## config.mk

```make
export PLATFORM = sky130hd
export DESIGN_NAME = sa2_wb_cache
export DESIGN_NICKNAME = d
export VERILOG_FILES = /design/src/rtl/sa2c_pkg.sv /design/src/rtl/sa2c_tag_store.sv /design/src/rtl/sa2c_lru.sv /design/src/rtl/sa2c_line_store.sv /design/src/rtl/sa2c_ctrl.sv /design/src/rtl/sa2_wb_cache.sv
export SDC_FILE = /design/constraint.sdc
export NUM_CORES = 1
export LEC_CHECK = 0
export BUFFER_PORTS_ARGS = -buffer_cell sky130_fd_sc_hd__buf_2
export CAP_MARGIN = 20
export CORE_AREA = 2 2 241 243
export DETAILED_ROUTE_END_ITERATION = 16
export DIE_AREA = 0 0 243 245
export SLEW_MARGIN = 10
export SYNTH_ARGS = -nofsm -noshare
export SYNTH_HDL_FRONTEND = slang
export SYNTH_HIERARCHICAL = 1
export SYNTH_SLANG_ARGS = --single-unit
```

## constraint.sdc

```tcl
create_clock -name clk_i -period 15.98 [get_ports clk_i]
set_clock_uncertainty 0.05 [all_clocks]
set_input_delay 4.794 -clock clk_i [delete_from_list [all_inputs] [get_ports clk_i]]
set_output_delay 4.794 -clock clk_i [all_outputs]
set_load 0.1 [all_outputs]
```

## src/rtl/sa2c_pkg.sv

```systemverilog
package sa2c_pkg;
  parameter int ADDR_W = 12;
  parameter int OFS_W  = 2;
  parameter int IDX_W  = 1;
  parameter int WAYS   = 2;

  localparam int TAG_W   = ADDR_W - IDX_W - OFS_W;
  localparam int SETS    = 1 << IDX_W;
  localparam int LINE_B  = 1 << OFS_W;
  localparam int LINE_W  = 8 * LINE_B;
  localparam int LADDR_W = ADDR_W - OFS_W;
  localparam int WAY_W   = (WAYS > 1) ? $clog2(WAYS) : 1;

  typedef logic [LINE_W-1:0] line_t;
  typedef logic [TAG_W-1:0]  tag_t;

  typedef enum logic [2:0] {
    ST_IDLE,
    ST_LOOKUP,
    ST_WB,
    ST_FILL_REQ,
    ST_FILL_WAIT
  } cst_e;

  // store merge: whole line or one byte lane
  function automatic line_t merge_line(line_t old, line_t wd, logic word,
                                       logic [OFS_W-1:0] ofs);
    line_t r;
    r = old;
    if (word) r = wd;
    else      r[{ofs, 3'b000} +: 8] = wd[7:0];
    return r;
  endfunction

  // load view: whole line or zero-extended byte
  function automatic line_t pick_data(line_t ln, logic word, logic [OFS_W-1:0] ofs);
    line_t r;
    if (word) r = ln;
    else      r = {{(LINE_W-8){1'b0}}, ln[{ofs, 3'b000} +: 8]};
    return r;
  endfunction
endpackage

```

## src/rtl/sa2c_tag_store.sv

```systemverilog
module sa2c_tag_store
  import sa2c_pkg::*;
(
  input  logic                        clk_i,
  input  logic                        rst_ni,
  input  logic [IDX_W-1:0]            set_i,
  input  tag_t                        tag_i,
  output logic [WAYS-1:0]             hit_o,
  output logic [WAYS-1:0]             vld_o,
  output logic [WAYS-1:0]             dirty_o,
  output logic [WAYS-1:0][TAG_W-1:0]  vtag_o,
  input  logic                        we_i,
  input  logic [WAY_W-1:0]            way_i,
  input  logic                        wr_dirty_i
);
  logic [SETS-1:0][WAYS-1:0]             v_q;
  logic [SETS-1:0][WAYS-1:0]             d_q;
  logic [SETS-1:0][WAYS-1:0][TAG_W-1:0]  t_q;

  for (genvar s = 0; s < SETS; s++) begin : g_set
    localparam logic [IDX_W-1:0] SI = IDX_W'(s);
    for (genvar w = 0; w < WAYS; w++) begin : g_way
      localparam logic [WAY_W-1:0] WI = WAY_W'(w);
      always_ff @(posedge clk_i or negedge rst_ni) begin
        if (!rst_ni) begin
          v_q[s][w] <= 1'b0;
          d_q[s][w] <= 1'b0;
          t_q[s][w] <= '0;
        end else if (we_i && set_i == SI && way_i == WI) begin
          v_q[s][w] <= 1'b1;
          d_q[s][w] <= wr_dirty_i;
          t_q[s][w] <= tag_i;
        end
      end
    end
  end

  // both ways of the addressed set compared in parallel
  for (genvar w = 0; w < WAYS; w++) begin : g_cmp
    always_comb begin
      vld_o[w]   = v_q[set_i][w];
      dirty_o[w] = d_q[set_i][w];
      vtag_o[w]  = t_q[set_i][w];
      hit_o[w]   = v_q[set_i][w] && (t_q[set_i][w] == tag_i);
    end
  end
endmodule

```

## src/rtl/sa2c_lru.sv

```systemverilog
module sa2c_lru
  import sa2c_pkg::*;
(
  input  logic               clk_i,
  input  logic               rst_ni,
  input  logic [IDX_W-1:0]   set_i,
  input  logic               upd_i,
  input  logic [WAY_W-1:0]   used_i,
  output logic [WAY_W-1:0]   lru_o
);
  logic [SETS-1:0][WAY_W-1:0] lru_q;

  for (genvar s = 0; s < SETS; s++) begin : g_set
    localparam logic [IDX_W-1:0] SI = IDX_W'(s);
    always_ff @(posedge clk_i or negedge rst_ni) begin
      if (!rst_ni)                  lru_q[s] <= '0;
      else if (upd_i && set_i == SI) lru_q[s] <= ~used_i;  // other way is next victim
    end
  end

  assign lru_o = lru_q[set_i];
endmodule

```

## src/rtl/sa2c_line_store.sv

```systemverilog
module sa2c_line_store
  import sa2c_pkg::*;
(
  input  logic                         clk_i,
  input  logic [IDX_W-1:0]             set_i,
  input  logic                         we_i,
  input  logic [WAY_W-1:0]             way_i,
  input  line_t                        wline_i,
  output logic [WAYS-1:0][LINE_W-1:0]  rline_o
);
  logic [SETS-1:0][WAYS-1:0][LINE_W-1:0] mem_q;

  for (genvar s = 0; s < SETS; s++) begin : g_set
    localparam logic [IDX_W-1:0] SI = IDX_W'(s);
    for (genvar w = 0; w < WAYS; w++) begin : g_way
      localparam logic [WAY_W-1:0] WI = WAY_W'(w);
      always_ff @(posedge clk_i) begin
        if (we_i && set_i == SI && way_i == WI) mem_q[s][w] <= wline_i;
      end
    end
  end

  for (genvar w = 0; w < WAYS; w++) begin : g_rd
    assign rline_o[w] = mem_q[set_i][w];
  end
endmodule

```

## src/rtl/sa2c_ctrl.sv

```systemverilog
module sa2c_ctrl
  import sa2c_pkg::*;
(
  input  logic                         clk_i,
  input  logic                         rst_ni,
  input  logic                         req_valid_i,
  output logic                         req_ready_o,
  input  logic                         req_write_i,
  input  logic                         req_word_i,
  input  logic [ADDR_W-1:0]            req_addr_i,
  input  line_t                        req_wdata_i,
  output logic                         resp_valid_o,
  output logic                         resp_hit_o,
  output line_t                        resp_rdata_o,
  output logic                         mem_req_valid_o,
  input  logic                         mem_req_ready_i,
  output logic                         mem_req_write_o,
  output logic [LADDR_W-1:0]           mem_req_addr_o,
  output line_t                        mem_req_wdata_o,
  input  logic                         mem_rsp_valid_i,
  input  line_t                        mem_rsp_data_i,
  output logic [IDX_W-1:0]             set_o,
  output tag_t                         tag_o,
  input  logic [WAYS-1:0]              hit_i,
  input  logic [WAYS-1:0]              vld_i,
  input  logic [WAYS-1:0]              dirty_i,
  input  logic [WAYS-1:0][TAG_W-1:0]   vtag_i,
  input  logic [WAYS-1:0][LINE_W-1:0]  rline_i,
  input  logic [WAY_W-1:0]             lru_i,
  output logic                         tag_we_o,
  output logic [WAY_W-1:0]             wr_way_o,
  output logic                         wr_dirty_o,
  output logic                         data_we_o,
  output line_t                        wline_o,
  output logic                         lru_upd_o,
  output logic [WAY_W-1:0]             lru_used_o
);
  cst_e               st_q, st_d;
  logic               r_write_q, r_word_q;
  logic [ADDR_W-1:0]  r_addr_q;
  line_t              r_wdata_q;
  logic [WAY_W-1:0]   vic_q, vic_d, hit_way;
  logic               hit_any;
  logic [OFS_W-1:0]   r_ofs;
  line_t              hit_new, fill_new;
  logic               resp_set, resp_hit_d;
  line_t              resp_data_d;
  logic               resp_valid_q, resp_hit_q;
  line_t              resp_rdata_q;

  assign r_ofs       = r_addr_q[OFS_W-1:0];
  assign set_o       = r_addr_q[OFS_W +: IDX_W];
  assign tag_o       = r_addr_q[ADDR_W-1 -: TAG_W];
  assign req_ready_o = (st_q == ST_IDLE);
  assign hit_any     = |hit_i;

  always_comb begin
    hit_way = '0;
    for (int w = 0; w < WAYS; w++) if (hit_i[w]) hit_way = WAY_W'(w);
  end

  // lowest empty way first, otherwise the LRU way
  always_comb begin
    vic_d = lru_i;
    for (int w = WAYS-1; w >= 0; w--) if (!vld_i[w]) vic_d = WAY_W'(w);
  end

  assign hit_new  = merge_line(rline_i[hit_way], r_wdata_q, r_word_q, r_ofs);
  assign fill_new = r_write_q ? merge_line(mem_rsp_data_i, r_wdata_q, r_word_q, r_ofs)
                              : mem_rsp_data_i;

  always_comb begin
    st_d            = st_q;
    mem_req_valid_o = 1'b0;
    mem_req_write_o = 1'b0;
    mem_req_addr_o  = r_addr_q[ADDR_W-1:OFS_W];
    mem_req_wdata_o = '0;
    tag_we_o        = 1'b0;
    data_we_o       = 1'b0;
    wr_way_o        = vic_q;
    wr_dirty_o      = r_write_q;
    wline_o         = fill_new;
    lru_upd_o       = 1'b0;
    lru_used_o      = vic_q;
    resp_set        = 1'b0;
    resp_hit_d      = 1'b0;
    resp_data_d     = pick_data(fill_new, r_word_q, r_ofs);
    unique case (st_q)
      ST_IDLE: if (req_valid_i) st_d = ST_LOOKUP;
      ST_LOOKUP: begin
        if (hit_any) begin
          lru_upd_o   = 1'b1;
          lru_used_o  = hit_way;
          wr_way_o    = hit_way;
          wr_dirty_o  = 1'b1;
          wline_o     = hit_new;
          tag_we_o    = r_write_q;
          data_we_o   = r_write_q;
          resp_set    = 1'b1;
          resp_hit_d  = 1'b1;
          resp_data_d = pick_data(r_write_q ? hit_new : rline_i[hit_way], r_word_q, r_ofs);
          st_d        = ST_IDLE;
        end else if (vld_i[vic_d] && dirty_i[vic_d]) begin
          st_d = ST_WB;
        end else begin
          st_d = ST_FILL_REQ;
        end
      end
      ST_WB: begin
        mem_req_valid_o = 1'b1;
        mem_req_write_o = 1'b1;
        mem_req_addr_o  = {vtag_i[vic_q], set_o};
        mem_req_wdata_o = rline_i[vic_q];
        if (mem_req_ready_i) st_d = ST_FILL_REQ;
      end
      ST_FILL_REQ: begin
        mem_req_valid_o = 1'b1;
        if (mem_req_ready_i) st_d = ST_FILL_WAIT;
      end
      ST_FILL_WAIT: begin
        if (mem_rsp_valid_i) begin
          tag_we_o  = 1'b1;
          data_we_o = 1'b1;
          lru_upd_o = 1'b1;
          resp_set  = 1'b1;
          st_d      = ST_IDLE;
        end
      end
      default: st_d = ST_IDLE;
    endcase
  end

  always_ff @(posedge clk_i or negedge rst_ni) begin
    if (!rst_ni) begin
      st_q         <= ST_IDLE;
      r_write_q    <= 1'b0;
      r_word_q     <= 1'b0;
      r_addr_q     <= '0;
      r_wdata_q    <= '0;
      vic_q        <= '0;
      resp_valid_q <= 1'b0;
      resp_hit_q   <= 1'b0;
      resp_rdata_q <= '0;
    end else begin
      st_q         <= st_d;
      resp_valid_q <= resp_set;
      if (st_q == ST_IDLE && req_valid_i) begin
        r_write_q <= req_write_i;
        r_word_q  <= req_word_i;
        r_addr_q  <= req_addr_i;
        r_wdata_q <= req_wdata_i;
      end
      if (st_q == ST_LOOKUP) vic_q <= vic_d;
      if (resp_set) begin
        resp_hit_q   <= resp_hit_d;
        resp_rdata_q <= resp_data_d;
      end
    end
  end

  assign resp_valid_o = resp_valid_q;
  assign resp_hit_o   = resp_hit_q;
  assign resp_rdata_o = resp_rdata_q;
endmodule

```

## src/rtl/sa2_wb_cache.sv

```systemverilog
module sa2_wb_cache
  import sa2c_pkg::*;
(
  input  logic                clk_i,
  input  logic                rst_ni,
  input  logic                req_valid_i,
  output logic                req_ready_o,
  input  logic                req_write_i,
  input  logic                req_word_i,
  input  logic [ADDR_W-1:0]   req_addr_i,
  input  logic [LINE_W-1:0]   req_wdata_i,
  output logic                resp_valid_o,
  output logic                resp_hit_o,
  output logic [LINE_W-1:0]   resp_rdata_o,
  output logic                mem_req_valid_o,
  input  logic                mem_req_ready_i,
  output logic                mem_req_write_o,
  output logic [LADDR_W-1:0]  mem_req_addr_o,
  output logic [LINE_W-1:0]   mem_req_wdata_o,
  input  logic                mem_rsp_valid_i,
  input  logic [LINE_W-1:0]   mem_rsp_data_i
);
  logic [IDX_W-1:0]             set_w;
  tag_t                         tag_w;
  logic [WAYS-1:0]              hit_w, vld_w, dirty_w;
  logic [WAYS-1:0][TAG_W-1:0]   vtag_w;
  logic [WAYS-1:0][LINE_W-1:0]  rline_w;
  logic [WAY_W-1:0]             lru_w, wr_way_w, lru_used_w;
  logic                         tag_we_w, wr_dirty_w, data_we_w, lru_upd_w;
  line_t                        wline_w;

  sa2c_ctrl u_ctrl (
    .clk_i, .rst_ni,
    .req_valid_i, .req_ready_o, .req_write_i, .req_word_i, .req_addr_i, .req_wdata_i,
    .resp_valid_o, .resp_hit_o, .resp_rdata_o,
    .mem_req_valid_o, .mem_req_ready_i, .mem_req_write_o, .mem_req_addr_o,
    .mem_req_wdata_o, .mem_rsp_valid_i, .mem_rsp_data_i,
    .set_o      (set_w),
    .tag_o      (tag_w),
    .hit_i      (hit_w),
    .vld_i      (vld_w),
    .dirty_i    (dirty_w),
    .vtag_i     (vtag_w),
    .rline_i    (rline_w),
    .lru_i      (lru_w),
    .tag_we_o   (tag_we_w),
    .wr_way_o   (wr_way_w),
    .wr_dirty_o (wr_dirty_w),
    .data_we_o  (data_we_w),
    .wline_o    (wline_w),
    .lru_upd_o  (lru_upd_w),
    .lru_used_o (lru_used_w)
  );

  sa2c_tag_store u_tags (
    .clk_i, .rst_ni,
    .set_i      (set_w),
    .tag_i      (tag_w),
    .hit_o      (hit_w),
    .vld_o      (vld_w),
    .dirty_o    (dirty_w),
    .vtag_o     (vtag_w),
    .we_i       (tag_we_w),
    .way_i      (wr_way_w),
    .wr_dirty_i (wr_dirty_w)
  );

  sa2c_lru u_lru (
    .clk_i, .rst_ni,
    .set_i  (set_w),
    .upd_i  (lru_upd_w),
    .used_i (lru_used_w),
    .lru_o  (lru_w)
  );

  sa2c_line_store u_lines (
    .clk_i,
    .set_i   (set_w),
    .we_i    (data_we_w),
    .way_i   (wr_way_w),
    .wline_i (wline_w),
    .rline_o (rline_w)
  );
endmodule

```

==> results by group <==
Power
  • P_int: roughly 1.8 mW
  • Combinational Power Share: 0.527
  • VDD IR max: 128 uV
  • Flop pwr share: 0.303
  • Switching share of power: 0.516
  • Clock power share: 0.170
  • Pleak: about 6.6 nW
  • P_sw: 1.89 mW
  • Pwr dens: 223 nW/um^2

Synthesis
  • Asr flop ratio synth: 0.504
  • Synth Register Bits: between 200 and 300
  • Main synth FF type: dfrtp_1
  • Yosys warns: 6
  • Most common cell in the netlist: mux2_2
  • Post-synth EDFFs: 128
  • Cells after synthesis: 1195
  • Sequential fraction of the synthesis area: 0.502
  • Ranking of synthesized cells by area: edfxtp_1 (27%), dfrtp_1 (23%), mux2_2 (13%)
  • Syn_area_per_cell: ~12 um^2
  • Yosys cell types: 88
  • Share of Yosys cell area claimed by the top area cell type: 0.272
  • Synth cell count leaders: mux2_2 (161), dfrtp_1 (130), edfxtp_1 (128)
  • Top cell type by total area after synthesis: edfxtp_1
  • Syn Std Cell Area: 14100 um^2
  • Post-Syn Nets: 1283

Clocking
  • Total CTS buffers: 28
  • Root buffer cell: clkbuf_16
  • CTS Buffer Depth: 3
  • Clk_lat worst skew: 560 ps
  • Post-CTS Setup Repair Bufs: 0
  • CTS sink cnt: roughly 260
  • H-tree Lvls: 1
  • CTS tree: built
  • PostCTS Resize Cnt: 0
  • CTS Hold Bufs: 0
  • Clk slew on worst S/H paths: around 60 ps

Setup path
  • Setup crit start kind: flop
  • Critical Path End Type: primary output
  • Crit path kind: flop to primary output
  • Crit path DAT: 3400 ps
  • Worst EP required: ~11000 ps
  • Crit Path Max Fanout: 65

Floorplan
  • Chip width: 243 um
  • Initial Utilization: 0.248
  • Row Count: between 80 and 90
  • Die ar.: just under 60000 um^2
  • Die height: approximately 250 um
  • Ports: 162
  • Core Area: 57000 um^2

Timing
  • Fmax: roughly 0.12 GHz
  • Part of the cycle the worst path needs: 0.516
  • Final slew viol count: 0
  • Post-route minimum period: 8240 ps
  • Setup TNS: 0 ps
  • Hold Violations, Final: 0
  • Worst slew pin tran: 1150 ps
  • RSZ-0062 raised after global routing: no
  • Setup-failing EPs final: 0
  • PnR worst setup slack: 7740 ps
  • Relative slew slack: 0.233
  • Hold slack: 427 ps

Finish
  • Nets: 1391
  • Fillers: roughly 5.9k
  • Layout cells sized above 1: 0.328
  • Area grow syn2layout: 15.9%
  • Final core occ: 0.287
  • Final instance area: 16400 um^2

Drt
  • DRC marker count from the first detailed-route iteration: roughly 1.1k
  • Total Wirelength: 50.1 mm
  • Via-to-Cell Ratio: 5.18
  • Drt first pass iters: 6
  • Routed via count: between 10k and 15k
  • Wire per inst: between 20 and 25 um
  • Final ANT Viol Nets: 0
  • Drc violations: 0

Placement
  • Port bufs: 161
  • RD Place Congestion: between 0.9 and 1
  • DP Area: 15500 um^2
  • Sum of net half-perimeters after detailed placement: roughly 36 mm
  • Pre-CTS setup slack: 8170 ps

Global route
  • GR Layer Usage met1: 0.215
  • Antenna violations before repair: 13
  • GR Overflow Total: 0
  • GR Layer Usage met2: 0.253
  • First-pass GRT wire length: a little over 70 mm
  • GR Util met3: 0.0453
  • GRT Util Overall: 0.162
  • Global route hottest layer: met2
  • Vias in the first global route: 10.6k
  • Largest net degree at the start of global routing: 80

Run
  • Max-cap violations: 0

Outcome
  • Status: complete, no violations

Hold path
  • Tightest Hold Check Type: flop to flop
==> flip-flops by register name, indices dropped and copies added (netlist names) <==
name,count
u_tags/v_q,4
u_lru/lru_q,2
u_tags/t_q,36
u_ctrl/resp_valid_o,1
u_ctrl/vic_q,1
u_ctrl/r_word_q,1
u_tags/d_q,4
u_ctrl/r_addr_q,12
u_lines/mem_q,128
u_ctrl/resp_hit_o,1
u_ctrl/r_write_q,1
u_ctrl/resp_rdata_o,32
u_ctrl/r_wdata_q,32
u_ctrl/st_q,3
==> metal layers <==
metal  up-vias  wire (um)
met5         -        110
met4        16       1390
met3       110       4520
met2       494      22600
met1      5448      21500
li1       4772          -
==> worst max-delay path, stage by stage, from the launching register on <==
cell	delay [ps]
dfrtp_4	820
buf_4	820
mux2_2	450
mux2i_1	340
nor2_1	60
buf_2	310
==> cells in the final DEF (no fill, tap or decap), types with 5 or more instances in the layout <==
| master | netlist | layout |
|---|---|---|
| a221oi_1 | 11 | 11 |
| nor3_1 | 20 | 20 |
| o31ai_1 | 5 | 5 |
| a22o_1 | 19 | 19 |
| clkinv_2 | 0 | 5 |
| mux2_4 | 19 | 19 |
| dfrtp_1 | 130 | 127 |
| nor4_1 | 5 | 5 |
| inv_1 | 18 | 18 |
| xor2_1 | 13 | 13 |
| a21oi_1 | 40 | 40 |
| mux2_2 | 161 | 161 |
| and3_1 | 8 | 8 |
| nand3_1 | 19 | 19 |
| ha_1 | 5 | 5 |
| nand2b_1 | 14 | 14 |
| nand2_1 | 79 | 78 |
| o22ai_1 | 5 | 5 |
| clkbuf_16 | 0 | 29 |
| a32oi_1 | 13 | 13 |
| a31oi_1 | 16 | 16 |
| nor2_1 | 60 | 60 |
| or2_2 | 5 | 5 |
| o21ai_0 | 62 | 62 |
| o211ai_1 | 20 | 20 |
| o32ai_1 | 5 | 5 |
| buf_4 | 16 | 20 |
| a222oi_1 | 9 | 9 |
| a211oi_1 | 8 | 8 |
| o221ai_1 | 5 | 5 |
| a22oi_1 | 15 | 15 |
| mux2i_1 | 61 | 61 |
| buf_2 | 45 | 160 |
| xnor2_1 | 6 | 6 |
| and2_1 | 5 | 5 |
| o21ai_1 | 6 | 6 |
| edfxtp_1 | 128 | 128 |
| a21o_1 | 5 | 5 |
| clkbuf_1 | 23 | 7 |
==> per-stage QoR <==
step	total power, mW	instances
after floorplan	2.54	1195
after global placement	2.99	2035
after detailed placement	3.02	2036
after CTS	3.65	2088
after global routing	3.81	2093
final	3.65	2094
==> power by group through the flow <==
stage	logic, mW	registers [mW]	clock network, mW
6_report	1.92	1.11	0.622
2_1_floorplan	1.38	1.16	0
4_1_cts	1.91	1.10	0.638
3_5_place_dp	1.90	1.12	0
3_3_place_gp	1.89	1.11	0
5_1_grt	2.02	1.12	0.664
==> cell families after synthesis <==
group           share of synthesized area
compound gates                      0.144
flops                               0.502
xor+xnor                           0.0118
simple gates                       0.0945
fa+ha+maj                         0.00442
buf+inv                            0.0483
mux                                 0.195
==> cell type report <==
class	instances	area, um^2	share of cell area
sequential	258	7100	0.433
clock inverter	12	76.3	0.00465
antenna	4	10.0	0.000610
tap	765	957	0.0584
inverter	20	75.1	0.00458
clock buffer	40	801	0.0488
multi-input combinational	813	6380	0.389
timing repair buffer	182	990	0.0604
==> path summary, 6_finish.rpt <==
kind / start / endpoint / slack (ps) / cells past startpoint
max: u_ctrl/r_addr_q[2]$_DFFE_PN0P_ / mem_req_wdata_o[31] / 7740 / 5
min: u_tags/v_q[0]$_DFFE_PN0P_ / u_tags/v_q[0]$_DFFE_PN0P_ / 430 / 1
max reg2reg: u_ctrl/r_addr_q[2]$_DFFE_PN0P_ / u_lines/mem_q[54]$_DFFE_PP_ / 9630 / 11
min reg2reg: u_tags/v_q[0]$_DFFE_PN0P_ / u_tags/v_q[0]$_DFFE_PN0P_ / 430 / 1
max in group asynchronous: rst_ni / u_ctrl/r_wdata_q[9]$_DFFE_PN0P_ / 10620 / 3
min in group asynchronous: rst_ni / u_ctrl/r_addr_q[11]$_DFFE_PN0P_ / 4170 / 1
Power figures use the tool's default switching activity.
